===== src/rtl/floppy_stream_pkg.sv =====
package floppy_stream_pkg;
  // One-cycle strobes from control to datapath
  typedef struct packed {
    logic bitTick;  // a bit period ends this cycle
    logic wordEnd;  // last bit of the interchange word ends this cycle
    logic prime;    // host load while stopped: fill shifter directly
    logic stepIn;   // move head one track inward
    logic stepOut;  // move head one track outward
  } strobes_t;
endpackage


===== src/rtl/floppy_stream_ctrl.sv =====
module floppy_stream_ctrl
  import floppy_stream_pkg::*;
#(
  parameter int CYCLES_PER_BIT = 128,
  parameter int TRACK_BITS     = 50000,
  parameter int REG_BITS       = 128,
  parameter int INDEX_BITS     = 16,
  parameter int NUM_TRACKS     = 84,
  localparam int DIV_W  = $clog2(CYCLES_PER_BIT + 1),
  localparam int POS_W  = $clog2(TRACK_BITS + 1),
  localparam int WORD_W = $clog2(REG_BITS + 1),
  localparam int TRK_W  = $clog2(NUM_TRACKS + 1)
) (
  input  logic             clk,
  input  logic             rstN,
  input  logic             motorOn,
  input  logic             driveSel,
  input  logic             stepPulse,
  input  logic             stepDirIn,
  input  logic             hostLoad,
  input  logic [TRK_W-1:0] headTrack,
  output strobes_t         strb,
  output logic [POS_W-1:0] bitPos,
  output logic             index
);
  localparam logic [POS_W-1:0]  LAST_POS   = POS_W'(TRACK_BITS - 1);
  localparam logic [WORD_W-1:0] LAST_WBIT  = WORD_W'(REG_BITS - 1);
  localparam logic [TRK_W-1:0]  LAST_TRACK = TRK_W'(NUM_TRACKS - 1);
  localparam logic [POS_W-1:0]  IDX_LEN    = POS_W'(INDEX_BITS);

  logic running;
  logic tick;
  logic [WORD_W-1:0] wordCnt;
  logic stepPrev;
  logic stepEdge;

  assign running = motorOn & driveSel;

  // Bit-period divider; a divisor of one needs no counter
  generate
    if (CYCLES_PER_BIT == 1) begin : g_noDiv
      assign tick = running;
    end else begin : g_div
      localparam logic [DIV_W-1:0] LAST_DIV = DIV_W'(CYCLES_PER_BIT - 1);
      logic [DIV_W-1:0] divCnt;
      always_ff @(posedge clk) begin
        if (!rstN || !running)    divCnt <= '0;
        else if (divCnt == LAST_DIV) divCnt <= '0;
        else                      divCnt <= divCnt + 1'b1;
      end
      assign tick = running && (divCnt == LAST_DIV);
    end
  endgenerate

  // Track position and word bit counter
  always_ff @(posedge clk) begin
    if (!rstN) begin
      bitPos  <= '0;
      wordCnt <= '0;
      stepPrev <= 1'b0;
    end else begin
      stepPrev <= stepPulse;
      if (tick) bitPos <= (bitPos == LAST_POS) ? '0 : bitPos + 1'b1;
      if (strb.prime)   wordCnt <= '0;
      else if (tick)    wordCnt <= (wordCnt == LAST_WBIT) ? '0 : wordCnt + 1'b1;
    end
  end

  assign stepEdge = stepPulse & ~stepPrev & driveSel;

  always_comb begin
    strb.bitTick = tick;
    strb.wordEnd = tick && (wordCnt == LAST_WBIT);
    strb.prime   = hostLoad && !running;
    strb.stepIn  = stepEdge && stepDirIn && (headTrack != LAST_TRACK);
    strb.stepOut = stepEdge && !stepDirIn && (headTrack != '0);
  end

  assign index = running && (bitPos < IDX_LEN);
endmodule


===== src/rtl/floppy_stream_dp.sv =====
module floppy_stream_dp
  import floppy_stream_pkg::*;
#(
  parameter int REG_BITS   = 128,
  parameter int NUM_TRACKS = 84,
  localparam int TRK_W = $clog2(NUM_TRACKS + 1)
) (
  input  logic                clk,
  input  logic                rstN,
  input  strobes_t            strb,
  input  logic                writeEn,
  input  logic                wrBit,
  input  logic                sideSel,
  input  logic                hostLoad,
  input  logic [REG_BITS-1:0] hostWrData,
  output logic [REG_BITS-1:0] hostRdData,
  output logic                rdBit,
  output logic                irq,
  output logic [TRK_W-1:0]    headTrack,
  output logic                headSide,
  output logic                track0
);
  logic [REG_BITS-1:0] shiftReg;
  logic [REG_BITS-1:0] bufWord;
  logic                inBit;

  assign inBit = writeEn ? wrBit : 1'b0;

  always_ff @(posedge clk) begin
    if (!rstN) begin
      shiftReg   <= '0;
      bufWord    <= '0;
      hostRdData <= '0;
      irq        <= 1'b1;
      headTrack  <= '0;
      headSide   <= 1'b0;
    end else begin
      headSide <= sideSel;

      if (strb.stepIn)       headTrack <= headTrack + 1'b1;
      else if (strb.stepOut) headTrack <= headTrack - 1'b1;

      if (strb.prime) begin
        shiftReg <= hostWrData;
      end else if (strb.wordEnd) begin
        if (writeEn) hostRdData <= {shiftReg[REG_BITS-2:0], wrBit};
        shiftReg <= bufWord;
      end else if (strb.bitTick) begin
        shiftReg <= {shiftReg[REG_BITS-2:0], inBit};
      end

      if (hostLoad && !strb.prime) bufWord <= hostWrData;

      if (strb.wordEnd)                  irq <= 1'b1;
      else if (hostLoad && !strb.prime)  irq <= 1'b0;
    end
  end

  assign rdBit  = !writeEn && shiftReg[REG_BITS-1];
  assign track0 = (headTrack == '0);
endmodule


===== src/rtl/floppy_bit_streamer.sv =====
module floppy_bit_streamer
  import floppy_stream_pkg::*;
#(
  parameter int CYCLES_PER_BIT = 128,
  parameter int TRACK_BITS     = 50000,
  parameter int REG_BITS       = 128,
  parameter int INDEX_BITS     = 16,
  parameter int NUM_TRACKS     = 84,
  localparam int POS_W = $clog2(TRACK_BITS + 1),
  localparam int TRK_W = $clog2(NUM_TRACKS + 1)
) (
  input  logic                clk,
  input  logic                rstN,
  input  logic                motorOn,
  input  logic                driveSel,
  input  logic                sideSel,
  input  logic                writeEn,
  input  logic                stepPulse,
  input  logic                stepDirIn,
  input  logic                wrBit,
  output logic                rdBit,
  output logic                index,
  output logic                track0,
  output logic [TRK_W-1:0]    headTrack,
  output logic                headSide,
  output logic [POS_W-1:0]    bitPos,
  input  logic [REG_BITS-1:0] hostWrData,
  input  logic                hostLoad,
  output logic [REG_BITS-1:0] hostRdData,
  output logic                irq
);
  strobes_t strb;

  floppy_stream_ctrl #(
    .CYCLES_PER_BIT(CYCLES_PER_BIT), .TRACK_BITS(TRACK_BITS),
    .REG_BITS(REG_BITS), .INDEX_BITS(INDEX_BITS), .NUM_TRACKS(NUM_TRACKS)
  ) ctrl (
    .clk(clk), .rstN(rstN), .motorOn(motorOn), .driveSel(driveSel),
    .stepPulse(stepPulse), .stepDirIn(stepDirIn), .hostLoad(hostLoad),
    .headTrack(headTrack), .strb(strb), .bitPos(bitPos), .index(index)
  );

  floppy_stream_dp #(
    .REG_BITS(REG_BITS), .NUM_TRACKS(NUM_TRACKS)
  ) dp (
    .clk(clk), .rstN(rstN), .strb(strb), .writeEn(writeEn), .wrBit(wrBit),
    .sideSel(sideSel), .hostLoad(hostLoad), .hostWrData(hostWrData),
    .hostRdData(hostRdData), .rdBit(rdBit), .irq(irq),
    .headTrack(headTrack), .headSide(headSide), .track0(track0)
  );
endmodule


===== config.mk =====
export PLATFORM = sky130hd
export DESIGN_NAME = floppy_bit_streamer
export DESIGN_NICKNAME = d
export VERILOG_FILES = /design/src/rtl/floppy_stream_pkg.sv /design/src/rtl/floppy_stream_ctrl.sv /design/src/rtl/floppy_stream_dp.sv /design/src/rtl/floppy_bit_streamer.sv
export SDC_FILE = /design/constraint.sdc
export NUM_CORES = 1
export LEC_CHECK = 0
export BUFFER_PORTS_ARGS = -buffer_cell sky130_fd_sc_hd__buf_2
export CELL_PAD_IN_SITES_DETAIL_PLACEMENT = 1
export CELL_PAD_IN_SITES_GLOBAL_PLACEMENT = 2
export CORE_MARGIN = 3
export CORE_UTILIZATION = 35
export DETAILED_ROUTE_END_ITERATION = 8
export PLACE_DENSITY = 0.94
export RECOVER_POWER = 50
export SYNTH_ARGS = -nofsm -noshare
export SYNTH_HDL_FRONTEND = slang
export SYNTH_HIERARCHICAL = 1
export SYNTH_SLANG_ARGS = --single-unit

===== constraint.sdc =====
create_clock -name clk -period 7 [get_ports clk]
set_input_delay 0 -clock clk [delete_from_list [all_inputs] [get_ports clk]]
set_output_delay 0 -clock clk [all_outputs]
set_load 0.01 [all_outputs]

==> flow_summary.json, run 1 <==
{
  "status": "finished with violations",
  "violations": "max-capacitance violations, max-slew violations",
  "fmax_mhz": 200,
  "finalSetupViolCount": 0,
  "crit_path_start_kind": "input port",
  "wire_per_inst_um": 18.5,
  "slew-limit-headroom": -0.995,
  "design_area_um2": 22000,
  "core_area_um2": 49600,
  "critPathMaxFanout": 215,
  "cp-startpoint": "rstN",
  "rsz0062_at_grt": "no",
  "path_class": "input port to flop",
  "grt_pass1_wl_um": 96900,
  "via_count": 17500,
  "min_period_ns": 4.99,
  "syn2layout_area_growth_pct": 23.4,
  "clock_sink_count": 426,
  "synthArstFlopShare": 0,
  "cp.buffers_inverters": 4,
  "synth.cell_area_um2": 17800,
  "synth.most_common_cell": "nand2_1",
  "gr-usage-all-layers": 0.217,
  "cp.arrival_ns": 5.44,
  "first_iter_violations": 1142,
  "crit_chain": "dlygate4sd3_1 -> clkbuf_1 -> clkinvlp_4 -> buf_12 -> a211o_1",
  "yosysSeqAreaShare": 0.479,
  "io_pins": 294,
  "drive_above_1_share": 0.0902,
  "firstDrtPassIters": 4,
  "setup_tns_ns": 0,
  "cts.clk_slew.worst_paths_ns": 0.06,
  "synth-edff-count": 0,
  "pwr-share-clk": 0.453,
  "maxCapViolCount": 2,
  "die_h_um": 231,
  "htree_levels": 2,
  "r2r_slack_ns": 3.14,
  "p_leak_nw": 7.47,
  "cts_tree": "done",
  "drt_wl_total_um": 60000,
  "pwr-share-seq": 0.467,
  "grt_pass1_vias": 18300,
  "holdWs_ns": 0.00924,
  "powerDensity_nw_per_um2": 251,
  "cp_slowest_cell": "clkinvlp_4",
  "max_stage_delay_ns": 2.47,
  "synth_top_cell_area_share": 0.479,
  "p_sw_mw": 1.34,
  "synth_nets": 2381,
  "yosysTopAreaCell": "dfxtp_1",
  "post_cts_resize_count": 0,
  "synth.distinct_cells": 58,
  "comb_power_share": 0.080,
  "synth_cells": 2234,
  "portBuffers": 293,
  "post-dp-hpwl_um": 34700,
  "finalHoldViolCount": 0,
  "cts_max_path_buffers": 3,
  "dieArea_um2": 53600,
  "syn_area_per_cell_um2": 7.96,
  "power_mw": 5.52,
  "grt_antenna_before_repair": 6,
  "clock-skew-final_ns": 0.0175,
  "slew_violations": 234,
  "gp_congestion": 0.818,
  "dieWidth_um": 231,
  "num_rows": 81,
  "synthTopCellsByCount": "655 x nand2_1, 426 x dfxtp_1, 396 x a21oi_1",
  "p_int_mw": 4.18,
  "finalNetCount": 2687,
  "yosys-top-cells-area": "dfxtp_1 48%, nand2_1 14%, a21oi_1 11%, a221oi_1 6.3%, nand3b_1 5.6%",
  "gr-total-overflow": 0,
  "holdCritStartpoint": "writeEn",
  "crit_family": "buffers and inverters",
  "initial_utilization": 0.359,
  "synthFlopType": "dfxtp_1",
  "ys_warn_count": 6,
  "drcViolationCount": 0,
  "grt_max_degree": 260,
  "cp-end-kind": "flop",
  "peakVddDrop_mv": 0.140,
  "place_area_um2": 19300,
  "fin_util": 0.443,
  "synth_seq_cells": 426,
  "sw_frac_of_total": 0.243,
  "regToRegStartpoint": "ctrl/g_div.divCnt[0]",
  "worstHoldPathType": "input port to flop",
  "insertion_delay_ns": 0.58,
  "worst_pin_slew_ns": 2.99,
  "viasPerCell": 5.38,
  "required_ns": 7.45,
  "drtAntennaViolNets": 0,
  "cts_buffers": 48,
  "cts_setup_buffers": 0,
  "fin_crit_sh": 0.713,
  "root_buffer": "clkbuf_16"
}
==> worst register-to-register path, delay by kind of cell, from the launching register on <==
family	cells	cell delay [ns]
compound gates	1	0.54
fa+ha+maj	1	0.23
buf+inv	3	1.34
flops	1	0.35
simple gates	6	1.17
==> layer usage <==
layer | vias to the layer above | share of wire | routed length (um) | track usage
li1 | 8271 | - | - | -
met5 | - | 0.00022 | 13 | 0
met2 | 409 | 0.49 | 29400 | 0.380
met3 | 92 | 0.051 | 3090 | 0.0456
met4 | 2 | 0.019 | 1150 | 0.0564
met1 | 8681 | 0.44 | 26400 | 0.272
==> flip-flops by register name, indices dropped and copies added, names as in the netlist <==
| register | flops |
|---|---|
| ctrl/bitPos | 16 |
| ctrl/g_div.divCnt | 8 |
| ctrl/stepPrev | 1 |
| ctrl/wordCnt | 8 |
| dp/bufWord | 128 |
| dp/headSide | 1 |
| dp/headTrack | 7 |
| dp/hostRdData | 128 |
| dp/irq | 1 |
| dp/shiftReg | 128 |
==> cell type report <==
class	instances	area, um2
Antenna cell	6	15.0
Clock buffer	75	1440
Clock inverter	8	97.6
Fill cell	6084	27600
Inverter	7	30.0
Multi-Input combinational cell	1612	8240
Sequential cell	426	8530
Tap cell	664	831
Timing Repair Buffer	445	2780
==> final timing paths <==
| check | endpoint | cells after the start |
|---|---|---|
| min | dp/shiftReg[0] | 5 |
| max | dp/irq | 5 |
| max reg2reg | dp/shiftReg[12] | 11 |
| min reg2reg | ctrl/g_div.divCnt[0] | 1 |
==> power groups by stage <==
stage,combinational (mW),sequential [mW],clock [mW]
after floorplan,0.248,2.61,0
after global placement,0.361,2.62,0
after detailed placement,0.377,2.63,0
after CTS,0.442,2.58,2.56
after global routing,0.488,2.59,2.67
final,0.441,2.58,2.50
==> timing repair <==
action / 4_1_cts / 5_1_grt
setup endpoints to repair: 0 / 0
hold endpoints to repair: 280 / 0
hold buffers: 138 / 0
==> cell families after synthesis <==
| logic type | count (synthesis) | synth area share |
|---|---|---|
| xor gates and xnor gates | 21 | 0.0103 |
| buffers and inverters | 196 | 0.0570 |
| muxes | 3 | 0.00169 |
| AOI/OAI and AO/OA | 557 | 0.188 |
| DFF | 426 | 0.479 |
| adders and majority gates | 9 | 0.00675 |
| and+or+nand+nor | 1022 | 0.257 |
==> cells in the final DEF (no fill, tap or decap), types with 3 or more instances in the layout <==
cell type / Yosys / layout
or3_1: 4 / 4
o211ai_1: 3 / 3
nor2b_1: 4 / 3
and3_1: 4 / 4
ha_1: 8 / 8
dfxtp_1: 426 / 426
xor2_1: 14 / 14
a221oi_1: 128 / 128
inv_1: 7 / 6
nor2_1: 162 / 161
xnor2_1: 7 / 7
diode_2: 0 / 6
dlygate4sd3_1: 0 / 138
mux2i_1: 3 / 3
clkbuf_16: 0 / 49
clkinv_2: 0 / 4
nor4_1: 7 / 8
nor3_1: 4 / 5
nand3b_1: 133 / 133
nand2_1: 655 / 655
nand4_1: 8 / 8
clkbuf_1: 41 / 171
clkbuf_8: 0 / 12
buf_2: 120 / 136
o21ai_0: 11 / 12
buf_4: 10 / 12
a21oi_1: 396 / 396
nand3_1: 18 / 19
==> metrics by stage <==
stage	worst slack, ns	std cells
global placement	3.30	3016
floorplan	4.27	2234
global route	1.56	3243
detailed placement	3.14	3016
finish	2.01	3243
CTS	3.11	3237
Note: power is estimated with default switching activity, not from simulation.
==> inputs of run 2 (changes only) <==
- CORE_UTILIZATION: 35 -> 33
- PLACE_DENSITY: 0.94 -> 0.9
- clock period: 7 -> 5.11 ns (I/O delays scaled with it)
==> flow_summary.json, run 2 (synthesized netlist as in run 1, its figures left out) <==
{
  "die_h_um": 238,
  "gr-usage-all-layers": 0.205,
  "num_rows": 84,
  "crit_chain": "dlygate4sd3_1 -> clkbuf_1 -> inv_8 -> buf_2 -> nor2_1",
  "post-dp-hpwl_um": 36000,
  "drcViolationCount": 0,
  "max_stage_delay_ns": 2.29,
  "gp_congestion": 0.757,
  "final_common_cell": "nand2_1",
  "dieWidth_um": 238,
  "grt_antenna_before_repair": 1,
  "gr-total-overflow": 0,
  "critPathMaxFanout": 169,
  "finalSetupViolCount": 0,
  "layout_common_cells": "655 x nand2_1, 426 x dfxtp_1, 396 x a21oi_1",
  "cp-end-kind": "flop",
  "cp.arrival_ns": 4.45,
  "violations": "max-capacitance violations, max-slew violations",
  "setup_tns_ns": 0,
  "diodes": 0,
  "min_period_ns": 4.14,
  "finalHoldViolCount": 0,
  "insertion_delay_ns": 0.60,
  "largest_registers": "dp/bufWord (128), dp/hostRdData (128), dp/shiftReg (128)",
  "viasPerCell": 5.32,
  "clock-skew-final_ns": 0.0287,
  "cp_slowest_cell": "buf_2",
  "core_area_um2": 53000,
  "maxCapViolCount": 2,
  "p_leak_nw": 7.61,
  "rsz0062_at_grt": "no",
  "cts_setup_buffers": 0,
  "cts_tree": "done",
  "root_buffer": "clkbuf_16",
  "required_ns": 5.41,
  "cts_buffers": 49,
  "cp.buffers_inverters": 4,
  "fin_util": 0.419,
  "worst_pin_slew_ns": 3.26,
  "powerDensity_nw_per_um2": 352,
  "initial_utilization": 0.336,
  "crit_family": "buffers and inverters",
  "first_iter_violations": 1106,
  "status": "finished with violations",
  "io_pins": 294,
  "portBuffers": 293,
  "crit_path_start_kind": "input port",
  "peakVddDrop_mv": 0.236,
  "dieArea_um2": 56700,
  "drtAntennaViolNets": 0,
  "syn2layout_area_growth_pct": 24.7,
  "worstHoldPathType": "input port to flop",
  "grt_pass1_wl_um": 96200,
  "path_class": "input port to flop",
  "cts_max_path_buffers": 3,
  "slew-limit-headroom": -1.17,
  "fmax_mhz": 241,
  "firstDrtPassIters": 5,
  "slew_violations": 220,
  "cts.clk_slew.worst_paths_ns": 0.06,
  "fin_crit_sh": 0.811,
  "via_count": 17400,
  "drive_above_1_share": 0.0976,
  "drt_wl_total_um": 60300,
  "clock_sink_count": 426,
  "grt_pass1_vias": 18100,
  "n_fill_cell": 6464,
  "wire_per_inst_um": 18.4,
  "grt_max_degree": 170,
  "htree_levels": 2,
  "finalNetCount": 2693
}
[run 2: cell types whose count changed in the layout (fill, tap and decap cells not counted), moves of 2 or more]
cell       change
bufinv_16      +2
buf_4          +3
clkbuf_8       +5
inv_6          -2
clkinv_2       +5
clkbuf_1       -7
diode_2        -6
[run 2: worst min-delay path: stages]
cell and delay (ns):
buf_2 0.16, nand4b_1 0.11, a21oi_1 0.17, a221oi_1 0.07
nor2_1 0.08
[run 2: through the flow]
step / total power, mW / setup slack (ns) / instances / hold WS [ns] / cell area [um2]
floorplan: 3.92 / 2.38 / 2234 / 0.0464 / 17800
global placement: 4.09 / 1.67 / 3045 / 0.212 / 19300
detailed placement: 4.12 / 1.51 / 3045 / 0.211 / 19300
CTS: 7.93 / 1.47 / 3271 / 0.0359 / 22400
global route: 8.14 / 0.638 / 3271 / 0.0649 / 22200
finish: 7.82 / 0.966 / 3271 / 0.0455 / 22200
[run 2: power by group]
group          leakage (nW)  internal [mW]  switching, mW
registers              3.47           3.44         0.0897
logic                  3.28          0.252          0.353
clock network         0.854           2.24           1.45
[run 2: timing repair]
item / 4_1_cts / 5_1_grt
gates resized for setup: 0 / 0
endpoints found under the hold margin: 281 / 0
hold buffers: 138 / 0
[run 2: cell type report]
type                            instances  area [um2]  share of cell area
Sequential cell                       426        8530               0.384
Multi-Input combinational cell       1612        8270               0.372
Timing Repair Buffer                  450        2800               0.126
Clock buffer                           73        1510              0.0679
Tap cell                              688         861              0.0388
Clock inverter                         15         201             0.00908
Inverter                                7        33.8             0.00152
[run 2: path summary, 6_finish.rpt]
kind                        startpoint           endpoint  slack, ns  depth (start not counted)
setup / recovery                  rstN   dp/shiftReg[102]       0.97                          5
hold / removal                 writeEn     dp/shiftReg[0]       0.05                          5
setup reg to reg  ctrl/g_div.divCnt[0]   dp/shiftReg[102]       1.34                         11
hold reg to reg      dp/hostRdData[55]  dp/hostRdData[55]       0.45                          2
[run 2: layer usage]
metal	part of all wire	vias up	wire, um	track usage
met2	0.49	410	29300	0.356
met3	0.053	82	3200	0.0408
met4	0.018	2	1090	0.0522
met5	0.00022	-	13	0
met1	0.44	8626	26700	0.260
li1	-	8276	-	-
==> inputs of run 3 (changes only) <==
- ABC_AREA: unset -> 1
- CORE_UTILIZATION: 33 -> 32
- clock period: 5.11 -> 4.03 ns (I/O delays scaled with it)
==> flow_summary.json, run 3 <==
{
  "status": "finished with violations",
  "violations": "max-capacitance violations, max-slew violations",
  "cts_tree": "done",
  "via_count": 17900,
  "final_common_cell": "nand2_1",
  "max_stage_delay_ns": 1.09,
  "worstHoldPathType": "input port to flop",
  "crit_path_start_kind": "input port",
  "synth_top_cell_area_share": 0.472,
  "dieWidth_um": 244,
  "root_buffer": "clkbuf_16",
  "cp-startpoint": "motorOn",
  "critPathMaxFanout": 63,
  "insertion_delay_ns": 0.58,
  "peakVddDrop_mv": 0.251,
  "syn2layout_area_growth_pct": 25.3,
  "largest_registers": "dp/bufWord (128), dp/hostRdData (128), dp/shiftReg (128)",
  "r2r-end": "dp/shiftReg[0]",
  "slew-limit-headroom": -0.484,
  "synth.distinct_cells": 40,
  "grt_pass1_vias": 18900,
  "synth.cell_area_um2": 18100,
  "rsz0062_at_grt": "no",
  "r2r_slack_ns": 0.60,
  "regToRegStartpoint": "ctrl/g_div.divCnt[0]",
  "drt_wl_total_um": 63600,
  "gr-total-overflow": 0,
  "cts_buffers": 48,
  "drcViolationCount": 0,
  "htree_levels": 2,
  "finalHoldViolCount": 0,
  "yosysTopAreaCell": "dfxtp_1",
  "dp.cells": 3344,
  "cp.depth": 11,
  "io_pins": 294,
  "yosysSeqAreaShare": 0.472,
  "setup_tns_ns": 0,
  "power_mw": 9.69,
  "min_period_ns": 3.48,
  "finalSetupViolCount": 0,
  "core_area_um2": 55400,
  "layout_common_cells": "438 x nand2_1, 426 x dfxtp_1, 387 x o21ai_0",
  "crit_family": "buffers and inverters",
  "cp.buffers_inverters": 6,
  "reg2reg_depth": 11,
  "grt_max_degree": 173,
  "drtAntennaViolNets": 0,
  "clock-skew-final_ns": 0.0163,
  "portBuffers": 293,
  "dieArea_um2": 59300,
  "crit_chain": "dlygate4sd3_1 -> buf_2 -> nand2_1 -> inv_1 -> nor2_1 -> inv_1 -> nand2_2 -> buf_4 -> o21ai_0 -> dlygate4sd3_1 -> nor2_1",
  "clock_sink_count": 426,
  "slew_violations": 40,
  "synth-edff-count": 0,
  "crit_end": "dp/bufWord[123]",
  "initial_utilization": 0.326,
  "gp_congestion": 0.790,
  "synth_seq_cells": 426,
  "cts.clk_slew.worst_paths_ns": 0.06,
  "p_leak_nw": 8.71,
  "viasPerCell": 5.02,
  "postCtsHoldBufs": 141,
  "grt_antenna_before_repair": 5,
  "cts_max_path_buffers": 3,
  "cp.arrival_ns": 4.00,
  "yosys-top-cells-area": "dfxtp_1 47%, o21ai_0 11%, nand2_1 9.1%, nor2_1 7.7%, inv_1 4.3%",
  "path_class": "input port to flop",
  "syn_area_per_cell_um2": 7.36,
  "drive_above_1_share": 0.111,
  "maxCapViolCount": 2,
  "fin_crit_sh": 0.864,
  "finalNetCount": 2934,
  "worst_pin_slew_ns": 2.23,
  "cp_slowest_cell": "nand2_2",
  "grt_pass1_wl_um": 102000,
  "ys_warn_count": 6,
  "required_ns": 4.55,
  "num_rows": 86,
  "n_fill_cell": 6958,
  "die_h_um": 244,
  "cp-end-kind": "flop",
  "cts_setup_buffers": 0,
  "firstDrtPassIters": 4,
  "synthArstFlopShare": 0,
  "synth.most_common_cell": "nand2_1",
  "post_cts_resize_count": 0,
  "synth_nets": 2599,
  "wire_per_inst_um": 17.8,
  "fmax_mhz": 287,
  "instances_no_fill": 3571,
  "post-dp-hpwl_um": 38900,
  "powerDensity_nw_per_um2": 429,
  "synth_cells": 2452,
  "first_iter_violations": 750,
  "synthFlopType": "dfxtp_1",
  "gr-usage-all-layers": 0.209,
  "synthTopCellsByCount": "438 x nand2_1, 426 x dfxtp_1, 387 x o21ai_0"
}
==> run 3: kinds of logic after synthesis <==
group | share of synthesized area
XOR/XNOR | 0.00582
buffers and inverters | 0.0941
AO/OA/AOI/OAI | 0.230
AND/OR/NAND/NOR | 0.191
flip-flops | 0.472
adder cells (fa/ha/maj) | 0.00665
==> run 3: cell type report <==
type / instances / area, um2 / area share
tap: 748 / 936 / 0.0414
clock buffer: 73 / 1430 / 0.0631
inverter: 215 / 820 / 0.0362
sequential: 426 / 8530 / 0.377
clock inverter: 12 / 97.6 / 0.00432
antenna: 1 / 2.50 / 0.000111
timing repair buffer: 455 / 2960 / 0.131
multi-input combinational: 1641 / 7840 / 0.347
==> run 3: per-layer routing <==
metal | vias to the layer above | GRT usage | part of all wire
li1 | 8639 | - | -
met1 | 8839 | 0.258 | 0.44
met2 | 358 | 0.371 | 0.49
met3 | 97 | 0.0423 | 0.051
met4 | 6 | 0.0556 | 0.023
met5 | - | 0 | 0.00052
==> run 3: worst min path at each step <==
stage | startpoint | to | slack (ns) | cells past startpoint
2_1_floorplan | writeEn | rdBit | 0.05 | 1
3_3_place_gp | sideSel | dp/headSide | 0.18 | 3
3_5_place_dp | sideSel | dp/headSide | 0.20 | 3
4_1_cts | driveSel | dp/headTrack[6] | 0.03 | 8
5_1_grt | driveSel | dp/headTrack[6] | 0.09 | 8
6_report | hostLoad | ctrl/wordCnt[6] | 0.03 | 4
==> run 3: power breakdown <==
group	internal [mW]	total (mW)	switching, mW	leakage, nW
Combinational	0.357	0.923	0.566	4.48
Clock	2.49	4.29	1.80	0.749
Sequential	4.39	4.48	0.0868	3.48
Total	7.24	9.69	2.45	8.71
==> run 3: through the flow <==
| step | area, um2 | hold WS (ns) | utilization | worst slack (ns) |
|---|---|---|---|---|
| CTS | 22800 | 0.0296 | 0.412 | 0.635 |
| finish | 22600 | 0.0316 | 0.408 | 0.548 |
| global placement | 19900 | 0.182 | 0.359 | 1.05 |
| global route | 22600 | 0.0860 | 0.408 | 0.280 |
| floorplan | 18100 | 0.0475 | - | 1.76 |
| detailed placement | 19900 | 0.198 | 0.359 | 0.969 |
==> run 3: worst min-delay path, delay by kind of cell <==
kind,cells,cell delay (ns)
AOI/OAI and AO/OA,2,0.39
buffers and inverters,2,0.18
